$ cat config.mk
export PLATFORM = sky130hd
export DESIGN_NAME = ppb_top
export DESIGN_NICKNAME = d
export VERILOG_FILES = /design/src/rtl/ppb_pkg.sv /design/src/rtl/ppb_regs.sv /design/src/rtl/ppb_readmux.sv /design/src/rtl/ppb_counter.sv /design/src/rtl/ppb_top.sv
export SDC_FILE = /design/constraint.sdc
export NUM_CORES = 1
export LEC_CHECK = 0
export ABC_CLOCK_PERIOD_IN_PS = 2400
export BUFFER_PORTS_ARGS = -buffer_cell sky130_fd_sc_hd__buf_2
export CAP_MARGIN = 20
export CORE_AREA = 5 5 72 74
export CTS_BUF_LIST = sky130_fd_sc_hd__clkbuf_4
export DETAILED_ROUTE_END_ITERATION = 6
export DIE_AREA = 0 0 77 79
export PLACE_DENSITY = 0.77
export SLEW_MARGIN = 20
export SYNTH_ARGS = -nofsm -noshare
export SYNTH_HDL_FRONTEND = slang
export SYNTH_SLANG_ARGS = --single-unit
$ cat constraint.sdc
create_clock -name clk -period 2.4 [get_ports clk]
set_input_delay 0.12 -clock clk [delete_from_list [all_inputs] [get_ports clk]]
set_output_delay 0.12 -clock clk [all_outputs]
set_load 0.03 [all_outputs]
$ cat src/rtl/ppb_pkg.sv
package ppb_pkg;

    localparam int PERIOD_W = 16;
    localparam int HALF_W   = PERIOD_W / 2;

    typedef logic [PERIOD_W-1:0] period_t;
    typedef logic [HALF_W-1:0]   half_t;

    // Kind of register access presented in a clock
    typedef enum logic [1:0] {
        ACC_NONE = 2'd0,
        ACC_WORD = 2'd1,
        ACC_HI   = 2'd2,
        ACC_LO   = 2'd3
    } acc_kind_e;

    typedef struct packed {
        acc_kind_e kind;
        period_t   data;
    } wr_req_t;

    // Turn raw bus strobes into an access kind; word writes only count at address 1
    function automatic acc_kind_e decode_write(input logic wr, input logic word,
                                               input logic addr);
        acc_kind_e k;
        k = ACC_NONE;
        if (wr) begin
            if (word)      k = addr ? ACC_WORD : ACC_NONE;
            else if (addr) k = ACC_HI;
            else           k = ACC_LO;
        end
        return k;
    endfunction

    // Periods that cannot produce a usable waveform
    function automatic logic period_unusable(input period_t p);
        return (p == '0) || (p == {{(HALF_W-1){1'b0}}, 1'b1, {(HALF_W-1){1'b0}}, 1'b1});
    endfunction

endpackage

$ cat src/rtl/ppb_regs.sv
module ppb_regs
    import ppb_pkg::*;
(
    input  logic    clk,
    input  logic    rst,
    input  wr_req_t req,
    output period_t valid_q,
    output logic    pend_q,
    output logic    err
);

    half_t stage_q;

    always_ff @(posedge clk) begin
        if (rst) begin
            valid_q <= '1;
            stage_q <= '1;
            pend_q  <= 1'b0;
        end else begin
            unique case (req.kind)
                ACC_WORD: begin
                    valid_q <= req.data;
                    pend_q  <= 1'b0;
                end
                ACC_HI: begin
                    stage_q <= req.data[HALF_W-1:0];
                    pend_q  <= 1'b1;
                end
                ACC_LO: begin
                    if (pend_q) begin
                        valid_q <= {stage_q, req.data[HALF_W-1:0]};
                        pend_q  <= 1'b0;
                    end else begin
                        valid_q[HALF_W-1:0] <= req.data[HALF_W-1:0];
                    end
                end
                default: ;
            endcase
        end
    end

    assign err = period_unusable(valid_q);

    AST_HI_HOLDS_VALID: assert property (@(posedge clk) disable iff (rst)
        (req.kind == ACC_HI) |=> (valid_q == $past(valid_q)));
    AST_LO_COMMIT_CLEARS: assert property (@(posedge clk) disable iff (rst)
        (req.kind == ACC_LO && pend_q) |=> (!pend_q && valid_q[HALF_W-1:0] == $past(req.data[HALF_W-1:0])));
    AST_LO_KEEPS_UPPER: assert property (@(posedge clk) disable iff (rst)
        (req.kind == ACC_LO && !pend_q) |=> (valid_q[PERIOD_W-1:HALF_W] == $past(valid_q[PERIOD_W-1:HALF_W])));
    AST_WORD_REPLACES: assert property (@(posedge clk) disable iff (rst)
        (req.kind == ACC_WORD) |=> (valid_q == $past(req.data) && !pend_q));

endmodule

$ cat src/rtl/ppb_readmux.sv
module ppb_readmux
    import ppb_pkg::*;
(
    input  period_t valid,
    input  logic    word,
    input  logic    addr,
    output period_t rdata
);

    always_comb begin
        rdata = '0;
        if (word) begin
            if (addr) rdata = valid;
        end else begin
            rdata[HALF_W-1:0] = addr ? valid[PERIOD_W-1:HALF_W] : valid[HALF_W-1:0];
        end
    end

endmodule

$ cat src/rtl/ppb_counter.sv
module ppb_counter
    import ppb_pkg::*;
(
    input  logic    clk,
    input  logic    rst,
    input  logic    run,
    input  logic    tick,
    input  period_t period,
    output period_t cnt_q,
    output logic    eop_q
);

    logic    run_q;
    logic    start;
    logic    at_end;

    assign start  = run && !run_q;
    assign at_end = (cnt_q <= period_t'(1));

    always_ff @(posedge clk) begin
        if (rst) begin
            run_q <= 1'b0;
            cnt_q <= '0;
            eop_q <= 1'b0;
        end else begin
            run_q <= run;
            eop_q <= 1'b0;
            if (!run) begin
                cnt_q <= '0;
            end else if (start) begin
                cnt_q <= period;
            end else if (tick) begin
                if (at_end) begin
                    cnt_q <= period;
                    eop_q <= 1'b1;
                end else begin
                    cnt_q <= cnt_q - period_t'(1);
                end
            end
        end
    end

    AST_RELOAD_FROM_VALID: assert property (@(posedge clk) disable iff (rst)
        eop_q |-> (cnt_q == $past(period)));
    AST_START_LOADS: assert property (@(posedge clk) disable iff (rst)
        (run && !run_q) |=> (cnt_q == $past(period) && !eop_q));
    AST_IDLE_QUIET: assert property (@(posedge clk) disable iff (rst)
        !run |=> (cnt_q == '0 && !eop_q));
    AST_NO_TICK_HOLD: assert property (@(posedge clk) disable iff (rst)
        (run && run_q && !tick) |=> $stable(cnt_q));

endmodule

$ cat src/rtl/ppb_top.sv
module ppb_top
    import ppb_pkg::*;
(
    input  logic                clk,
    input  logic                rst,
    input  logic                bus_wr,
    input  logic                bus_word,
    input  logic                bus_addr,
    input  logic [PERIOD_W-1:0] bus_wdata,
    output logic [PERIOD_W-1:0] bus_rdata,
    input  logic                run,
    input  logic                tick,
    output logic [PERIOD_W-1:0] count,
    output logic                eop,
    output logic                cfg_err
);

    wr_req_t req;
    period_t valid;
    logic    pend;

    assign req.kind = decode_write(bus_wr, bus_word, bus_addr);
    assign req.data = bus_wdata;

    ppb_regs u_regs (
        .clk     (clk),
        .rst     (rst),
        .req     (req),
        .valid_q (valid),
        .pend_q  (pend),
        .err     (cfg_err)
    );

    ppb_readmux u_rmux (
        .valid (valid),
        .word  (bus_word),
        .addr  (bus_addr),
        .rdata (bus_rdata)
    );

    ppb_counter u_cnt (
        .clk    (clk),
        .rst    (rst),
        .run    (run),
        .tick   (tick),
        .period (valid),
        .cnt_q  (count),
        .eop_q  (eop)
    );

    AST_IGNORED_LOW_WORD: assert property (@(posedge clk) disable iff (rst)
        (bus_wr && bus_word && !bus_addr) |=> ($stable(valid) && $stable(pend)));

endmodule

== Word-level counts from Yosys, hierarchy flattened ==
Index checks and enable logic that the tools add are counted.

* Flip-flop bits (word level): 43
* Bits in latches: 0
* Bits in writable memories: 0
* Memory bits (read-only): 0
* Input port bits: 23
* Output and inout bits: 34
* Logic and storage cells: 42
* Memories: 0

* Add/subtract/negate cells: 1
* Multiply operators: 0
* Divide/modulo/power cells: 0
* Magnitude comparators: 1
* Equal/unequal tests: 5
* Shifts and indexed selects: 0
* Mux-type cells: 15
* Bitwise operators: 2
* Reductions and logical operators: 11

{| class="wikitable"
|+ Operators by type and width
! kind !! number
|-
| $mux W16 || 4
|-
| $mux W8 || 4
|-
| $pmux W16 S2 || 1
|-
| $eq A16 B9 Y1 const B || 1
|-
| $le A16 B1 Y1 const B || 1
|-
| $logic_not A16 Y1 || 1
|-
| $sub A16 B1 Y16 const B || 1
|-
| $reduce_bool A2 Y1 || 3
|-
| $eq A2 B2 Y1 const B || 2
|-
| $mux W2 || 2
|-
| $reduce_or A2 Y1 || 2
|-
| $reduce_or A4 Y1 || 1
|-
| $mux W1 || 3
|-
| $eq A2 B1 Y1 const B || 1
|-
| $ne A2 B1 Y1 const B || 1
|-
| $not A1 Y1 || 2
|-
| $pmux W1 S2 || 1
|-
| $reduce_and A2 Y1 || 1
|-
| $logic_and A1 B1 Y1 || 1
|-
| $logic_not A1 Y1 || 1
|-
| $logic_or A1 B1 Y1 || 1
|}

== Depth between registers and ports, before layout ==
* Depth in word-level cells: 6
* Mapped depth: 8

== Modules after synthesis ==
A second synthesis with hierarchy kept.

* Cells, all modules: 296
* Area total of the unflattened synthesis: 2571.2 um^2

{| class="wikitable"
|+ Modules (own cells, without submodules)
! module !! times used !! cells each !! area each (um^2) !! seq. area each (um^2)
|-
| ppb_counter || 1 || 144 || 1199.9 || 360.3
|-
| ppb_regs || 1 || 119 || 1059.8 || 500.5
|-
| ppb_readmux || 1 || 30 || 287.8 || 0.0
|-
| ppb_top || 1 || 3 || 23.8 || 0.0
|}

== Worst setup path before layout ==
Ideal clock, no wire load.

* Path kind: register to register
* Start point: reg u_cnt.cnt_q[0]
* End point: reg u_cnt.cnt_q[10]
* Setup time: 0.115 ns
* Data arrival time: 2.014 ns
* Setup slack: 0.272 ns
* Stages on the path, launching flop included: 8
* Clock period less this slack: 2.128 ns
* Path through: dfxtp_1 -> inv_1 -> ha_1 -> o21ba_2 -> and4_1 -> a31oi_2 -> o32ai_1 -> o21a_1

* Longest elaborated chain between the ends: 4
* Elaborated cells between the ends (all ways): 5
* Those cells by class: 1 x add/sub; 1 x order compare; 3 x mux

{| class="wikitable"
|+ Ends and longest elaborated chain
! element !! line !! text
|-
| from (decl) || ppb_counter.sv:9 || <nowiki>output period_t cnt_q,</nowiki>
|-
| from (signal assigned) || ppb_counter.sv:31 || <nowiki>cnt_q <= period;</nowiki>
|-
| from (signal assigned) || ppb_counter.sv:34 || <nowiki>cnt_q <= period;</nowiki>
|-
| from (signal assigned) || ppb_counter.sv:37 || <nowiki>cnt_q <= cnt_q - period_t'(1);</nowiki>
|-
| $sub A16 B1 Y16 or $le A16 B1 Y1 (tied branches) || ppb_counter.sv:37, ppb_counter.sv:18 ||
|-
| $mux W16 (*) || ppb_counter.sv:33 || <nowiki>if (at_end) begin</nowiki>
|-
| $mux W16 (*) || ppb_counter.sv:32 || <nowiki>end else if (tick) begin</nowiki>
|-
| $mux W16 (*) || ppb_counter.sv:30 || <nowiki>end else if (start) begin</nowiki>
|}

Mark *: on every way between the ends. The rest lies on a longest branch, timed or not. The select of a mux whose other input is x is not followed.
A chain may end at the register's enable or synchronous reset.

== Final worst setup path ==
Ends and elaborated chain as after synthesis.

==> summary.json <==
{
  "postSynthAreaPerCell": {"value": 8.48, "unit": "sq um"},
  "final.fill_count": {"value": 400},
  "chipWidth": {"value": 77, "unit": "microns"},
  "ctsLongestPathBuffers": {"value": 2},
  "critPathSlowestCell": {"value": "sky130_fd_sc_hd__a31oi_2"},
  "grt_max_degree": {"value": 27},
  "hold_start": {"value": "bus_wdata[2]"},
  "slew_headroom": {"value": 54.9, "unit": "%"},
  "critical-path-max-stage-delay": {"value": 490, "unit": "ps"},
  "rr_worst_depth": {"value": 7},
  "placement_rows": {"value": 25},
  "start_util": {"value": 53.1, "unit": "%"},
  "count_of_warnings_emitted_by_yosys": {"value": 0},
  "dr_total_vias": {"value": 2491},
  "share_of_final_layout_standard_cells_stronger_than_drive_strength_1": {"value": 24.3, "unit": "%"},
  "fp.dieH": {"value": 79, "unit": "microns"},
  "syn_nets": {"value": 309},
  "pwr-share-comb": {"value": 35.4, "unit": "%"},
  "place_area": {"value": 2730, "unit": "sq um"},
  "required_arrival_time_at_the_worst_endpoint": {"value": 2670, "unit": "ps"},
  "min_period": {"value": 2190, "unit": "ps"},
  "io_pins": {"value": 57},
  "synth_async_sr_flop_share": {"value": 0, "unit": "%"},
  "crit_path_start_kind": {"value": "flop"},
  "num_antenna_cells": {"value": 0},
  "dp.final_hpwl": {"value": 5210, "unit": "microns"},
  "first_global_vias": {"value": 2326},
  "fin_tns_setup": {"value": 0, "unit": "ps"},
  "overflow": {"value": 0},
  "post_synth_and_or_nand_nor_area_fraction": {"value": 30.9, "unit": "%"},
  "finalPower": {"value": 1.88, "unit": "mW"},
  "report.final.hold_viol_count": {"value": 0},
  "antenna_left": {"value": 0},
  "highest_clock_rate": {"value": 457, "unit": "MHz"},
  "cts_max_level": {"value": 2},
  "grt_antenna_before_repair": {"value": 0},
  "min_path_type": {"value": "input port to flop"},
  "ys_types": {"value": 52},
  "vdd_drop_max": {"value": 303, "unit": "uV"},
  "worst_hold_path.endpoint": {"value": "u_regs.valid_q[2]"},
  "fin_worst_skew": {"value": 14.1, "unit": "ps"},
  "finalCritPeriodShare": {"value": 91.2, "unit": "%"},
  "maxCapViolCount": {"value": 0},
  "reg2reg_from": {"value": "u_cnt.cnt_q[0]"},
  "end_kind": {"value": "flop"},
  "synth-compound-area-share": {"value": 21.9, "unit": "%"},
  "p_int": {"value": 1.15, "unit": "mW"},
  "reg2reg_to": {"value": "u_cnt.cnt_q[10]"},
  "clock_tree_from_tritoncts": {"value": "built"},
  "synth-seq-cells": {"value": 43},
  "cts_root_buffer": {"value": "sky130_fd_sc_hd__clkbuf_4"},
  "yosys.area_share.xor_xnor": {"value": 1.40, "unit": "%"},
  "totalWireLength": {"value": 7130, "unit": "microns"},
  "buffer_ports.inserted": {"value": 56},
  "maxSlewViolCount": {"value": 0},
  "non_filler_cell_area_final": {"value": 2860, "unit": "sq um"},
  "synth_seq_area_share": {"value": 35.8, "unit": "%"},
  "die-area": {"value": 6080, "unit": "sq um"},
  "clock_sink_count": {"value": 43},
  "cts-buffers-inserted": {"value": 5},
  "final_net_count": {"value": 370},
  "worstMarginPinSlew": {"value": 671, "unit": "ps"},
  "synth_flop_cell": {"value": "sky130_fd_sc_hd__dfxtp_1"},
  "power.switching": {"value": 0.734, "unit": "mW"},
  "power.sequential.fraction": {"value": 45.1, "unit": "%"},
  "worst-r2r-setup-slack": {"value": 210, "unit": "ps"},
  "worst_setup_hold_path_clk_slew": {"value": 130, "unit": "ps"},
  "gp_congestion": {"value": 1.01},
  "cts-resized-gates": {"value": 0},
  "setup_viol_count_final": {"value": 0},
  "synthesized_area": {"value": 2410, "unit": "sq um"},
  "arrival": {"value": 2450, "unit": "ps"},
  "synth_top_family_by_area": {"value": "simple AND/OR/NAND/NOR gates"},
  "power.density": {"value": 657, "unit": "nW/um^2"},
  "grt_use_total": {"value": 23.4, "unit": "%"},
  "layout-area-overhead-vs-synth": {"value": 18.9, "unit": "%"},
  "wire_per_inst": {"value": 17.8, "unit": "microns"},
  "crit_fanout": {"value": 9},
  "clkLatencyLatePin": {"value": 360, "unit": "ps"},
  "core-area": {"value": 4540, "unit": "sq um"},
  "power_frac_clock": {"value": 19.5, "unit": "%"},
  "rsz0062_at_grt": {"value": "no"},
  "dr.first_iter.drc_count": {"value": 286},
  "drc_errors": {"value": 0},
  "drt_pre_antenna_iters": {"value": 5},
  "synth_enable_flop_cells": {"value": 0},
  "avgViaCountPerCell": {"value": 6.23},
  "hold_path_depth": {"value": 3},
  "post_synth_mux_area_share": {"value": 4.57, "unit": "%"},
  "run_status": {"value": "finished, final reports clean"},
  "post_synth_fa_ha_maj_area_fraction": {"value": 1.04, "unit": "%"},
  "synth_cells": {"value": 284},
  "power.switching_fraction": {"value": 39.0, "unit": "%"},
  "critical_path_type": {"value": "flop to flop"},
  "power_leakage": {"value": 1.27, "unit": "nW"},
  "grt_first_pass_wirelength": {"value": 11600, "unit": "microns"},
  "crit_path_cell_trace": {"value": "inv_1, ha_1, o21ba_2, and4_1, a31oi_2, o32ai_1, o21a_1"}
}
==> kinds of logic (layout without fill, tap and decap cells) <==
family | Yosys count | count (layout)
fa+ha+maj | 2 | 2
flops | 43 | 43
simple gates | 132 | 132
buf+inv | 23 | 85
xor+xnor | 3 | 3
mux | 11 | 11
compound gates | 70 | 70
==> metrics by stage <==
step | cells | setup WS (ps) | hold slack [ps] | util [%]
after global placement | 385 | 341 | 343 | 60.3
after floorplan | 284 | 272 | 241 | -
after global routing | 400 | 76.6 | 6.06 | 63.1
after CTS | 400 | 240 | 2.24 | 63.1
final | 400 | 211 | 10.4 | 63.1
after detailed placement | 385 | 266 | 343 | 60.3
==> flip-flops by register name, indices dropped and copies added, names as in the netlist <==
register	flops
u_cnt.cnt_q	16
u_regs.valid_q	16
u_regs.stage_q	8
u_cnt.eop_q	1
u_cnt.run_q	1
u_regs.pend_q	1
==> metal layers <==
layer / track usage, % / vias up / share of wire [%] / wire length [microns]
li1: - / 1190 / - / -
met1: 29.0 / 1155 / 42 / 3030
met2: 38.6 / 126 / 47 / 3330
met3: 6.12 / 20 / 8.1 / 581
met4: 9.45 / 0 / 2.6 / 187
met5: 0 / - / 0 / 0
==> synth_stat cells, types with 2 or more instances <==
master                     number  area [sq um]
sky130_fd_sc_hd__a31oi_1        7          43.8
sky130_fd_sc_hd__ha_1           2          25.0
sky130_fd_sc_hd__nor3b_1        4          30.0
sky130_fd_sc_hd__a211o_1       16           140
sky130_fd_sc_hd__buf_6          2          22.5
sky130_fd_sc_hd__mux2i_1       11           110
sky130_fd_sc_hd__xnor2_1        2          17.5
sky130_fd_sc_hd__inv_1          4          15.0
sky130_fd_sc_hd__nor3_1         2          10.0
sky130_fd_sc_hd__nor4_2         3          37.5
sky130_fd_sc_hd__nand3b_1       8          60.1
sky130_fd_sc_hd__o21ai_1        5          25.0
sky130_fd_sc_hd__o31a_1         2          17.5
sky130_fd_sc_hd__and4_1         2          17.5
sky130_fd_sc_hd__o21ai_0        4          20.0
sky130_fd_sc_hd__nand3_1       12          60.1
sky130_fd_sc_hd__dfxtp_1       43           861
sky130_fd_sc_hd__o22ai_1        2          12.5
sky130_fd_sc_hd__nor2b_1        4          25.0
sky130_fd_sc_hd__nand2_1       38           143
sky130_fd_sc_hd__nor4_1         6          37.5
sky130_fd_sc_hd__and3_1        17           106
sky130_fd_sc_hd__nor2_1        17          63.8
sky130_fd_sc_hd__o32ai_1        2          17.5
sky130_fd_sc_hd__or4_1          4          30.0
sky130_fd_sc_hd__clkbuf_1      11          41.3
sky130_fd_sc_hd__or3_1          2          12.5
sky130_fd_sc_hd__nand2b_1       5          31.3
sky130_fd_sc_hd__buf_2          4          20.0
sky130_fd_sc_hd__and2_1         2          12.5
sky130_fd_sc_hd__a21oi_1       10          50.1
sky130_fd_sc_hd__a22o_1         8          70.1
sky130_fd_sc_hd__nand4_1        2          12.5
sky130_fd_sc_hd__a211oi_1       3          22.5
==> cell usage in the layout (no fill, tap or decap), types with 7 or more instances in the layout <==
cell type	Yosys	final
sky130_fd_sc_hd__nand3b_1	8	8
sky130_fd_sc_hd__dfxtp_1	43	43
sky130_fd_sc_hd__nor2_1	17	17
sky130_fd_sc_hd__a211o_1	16	16
sky130_fd_sc_hd__dlygate4sd3_1	0	7
sky130_fd_sc_hd__nand2_1	38	38
sky130_fd_sc_hd__buf_4	0	9
sky130_fd_sc_hd__a22o_1	8	8
sky130_fd_sc_hd__buf_2	4	56
sky130_fd_sc_hd__a31oi_1	7	7
sky130_fd_sc_hd__and3_1	17	17
sky130_fd_sc_hd__nand3_1	12	12
sky130_fd_sc_hd__a21oi_1	10	10
sky130_fd_sc_hd__mux2i_1	11	11
==> worst max-delay path by stage <==
stage,from,to,cells past startpoint
after floorplan,u_cnt.cnt_q[0],u_cnt.cnt_q[10],7
after global placement,u_cnt.cnt_q[0],u_cnt.cnt_q[10],7
after detailed placement,u_cnt.cnt_q[0],u_cnt.cnt_q[10],7
after CTS,u_cnt.cnt_q[0],u_cnt.cnt_q[10],7
after global routing,u_cnt.cnt_q[0],u_cnt.cnt_q[10],7
final,u_cnt.cnt_q[0],u_cnt.cnt_q[10],7
==> critical path, delay by kind of cell, from the launching register on <==
family / cells / cell delay, ps
adders and majority gates: 1 / 250
AOI/OAI and AO/OA: 4 / 1070
and+or+nand+nor: 1 / 240
DFF: 1 / 450
buffers and inverters: 1 / 90
==> power groups by stage <==
stage	clock network (mW)	logic, mW	registers, mW
global placement	0	0.642	0.860
finish	0.366	0.666	0.848
CTS	0.373	0.657	0.846
detailed placement	0	0.645	0.862
global route	0.410	0.721	0.858
floorplan	0	0.432	0.885
==> area by class of cell <==
type                    instances  area (sq um)  share of cell area [%]
clock buffers                   6          45.0                    1.57
flip-flops and latches         43           861                    30.1
clock inverters                 2          12.5                   0.437
multi-input cells             218          1440                    50.3
inverters                       5          18.8                   0.656
repair buffers                 72           418                    14.6
well taps                      54          67.6                    2.36
==> timing repair <==
action / 4_1_cts / 5_1_grt
buffers inserted: 0 / 0
endpoints found under the hold margin: 7 / 0
hold buffers: 7 / 0
(Power assumes the default switching activity.)
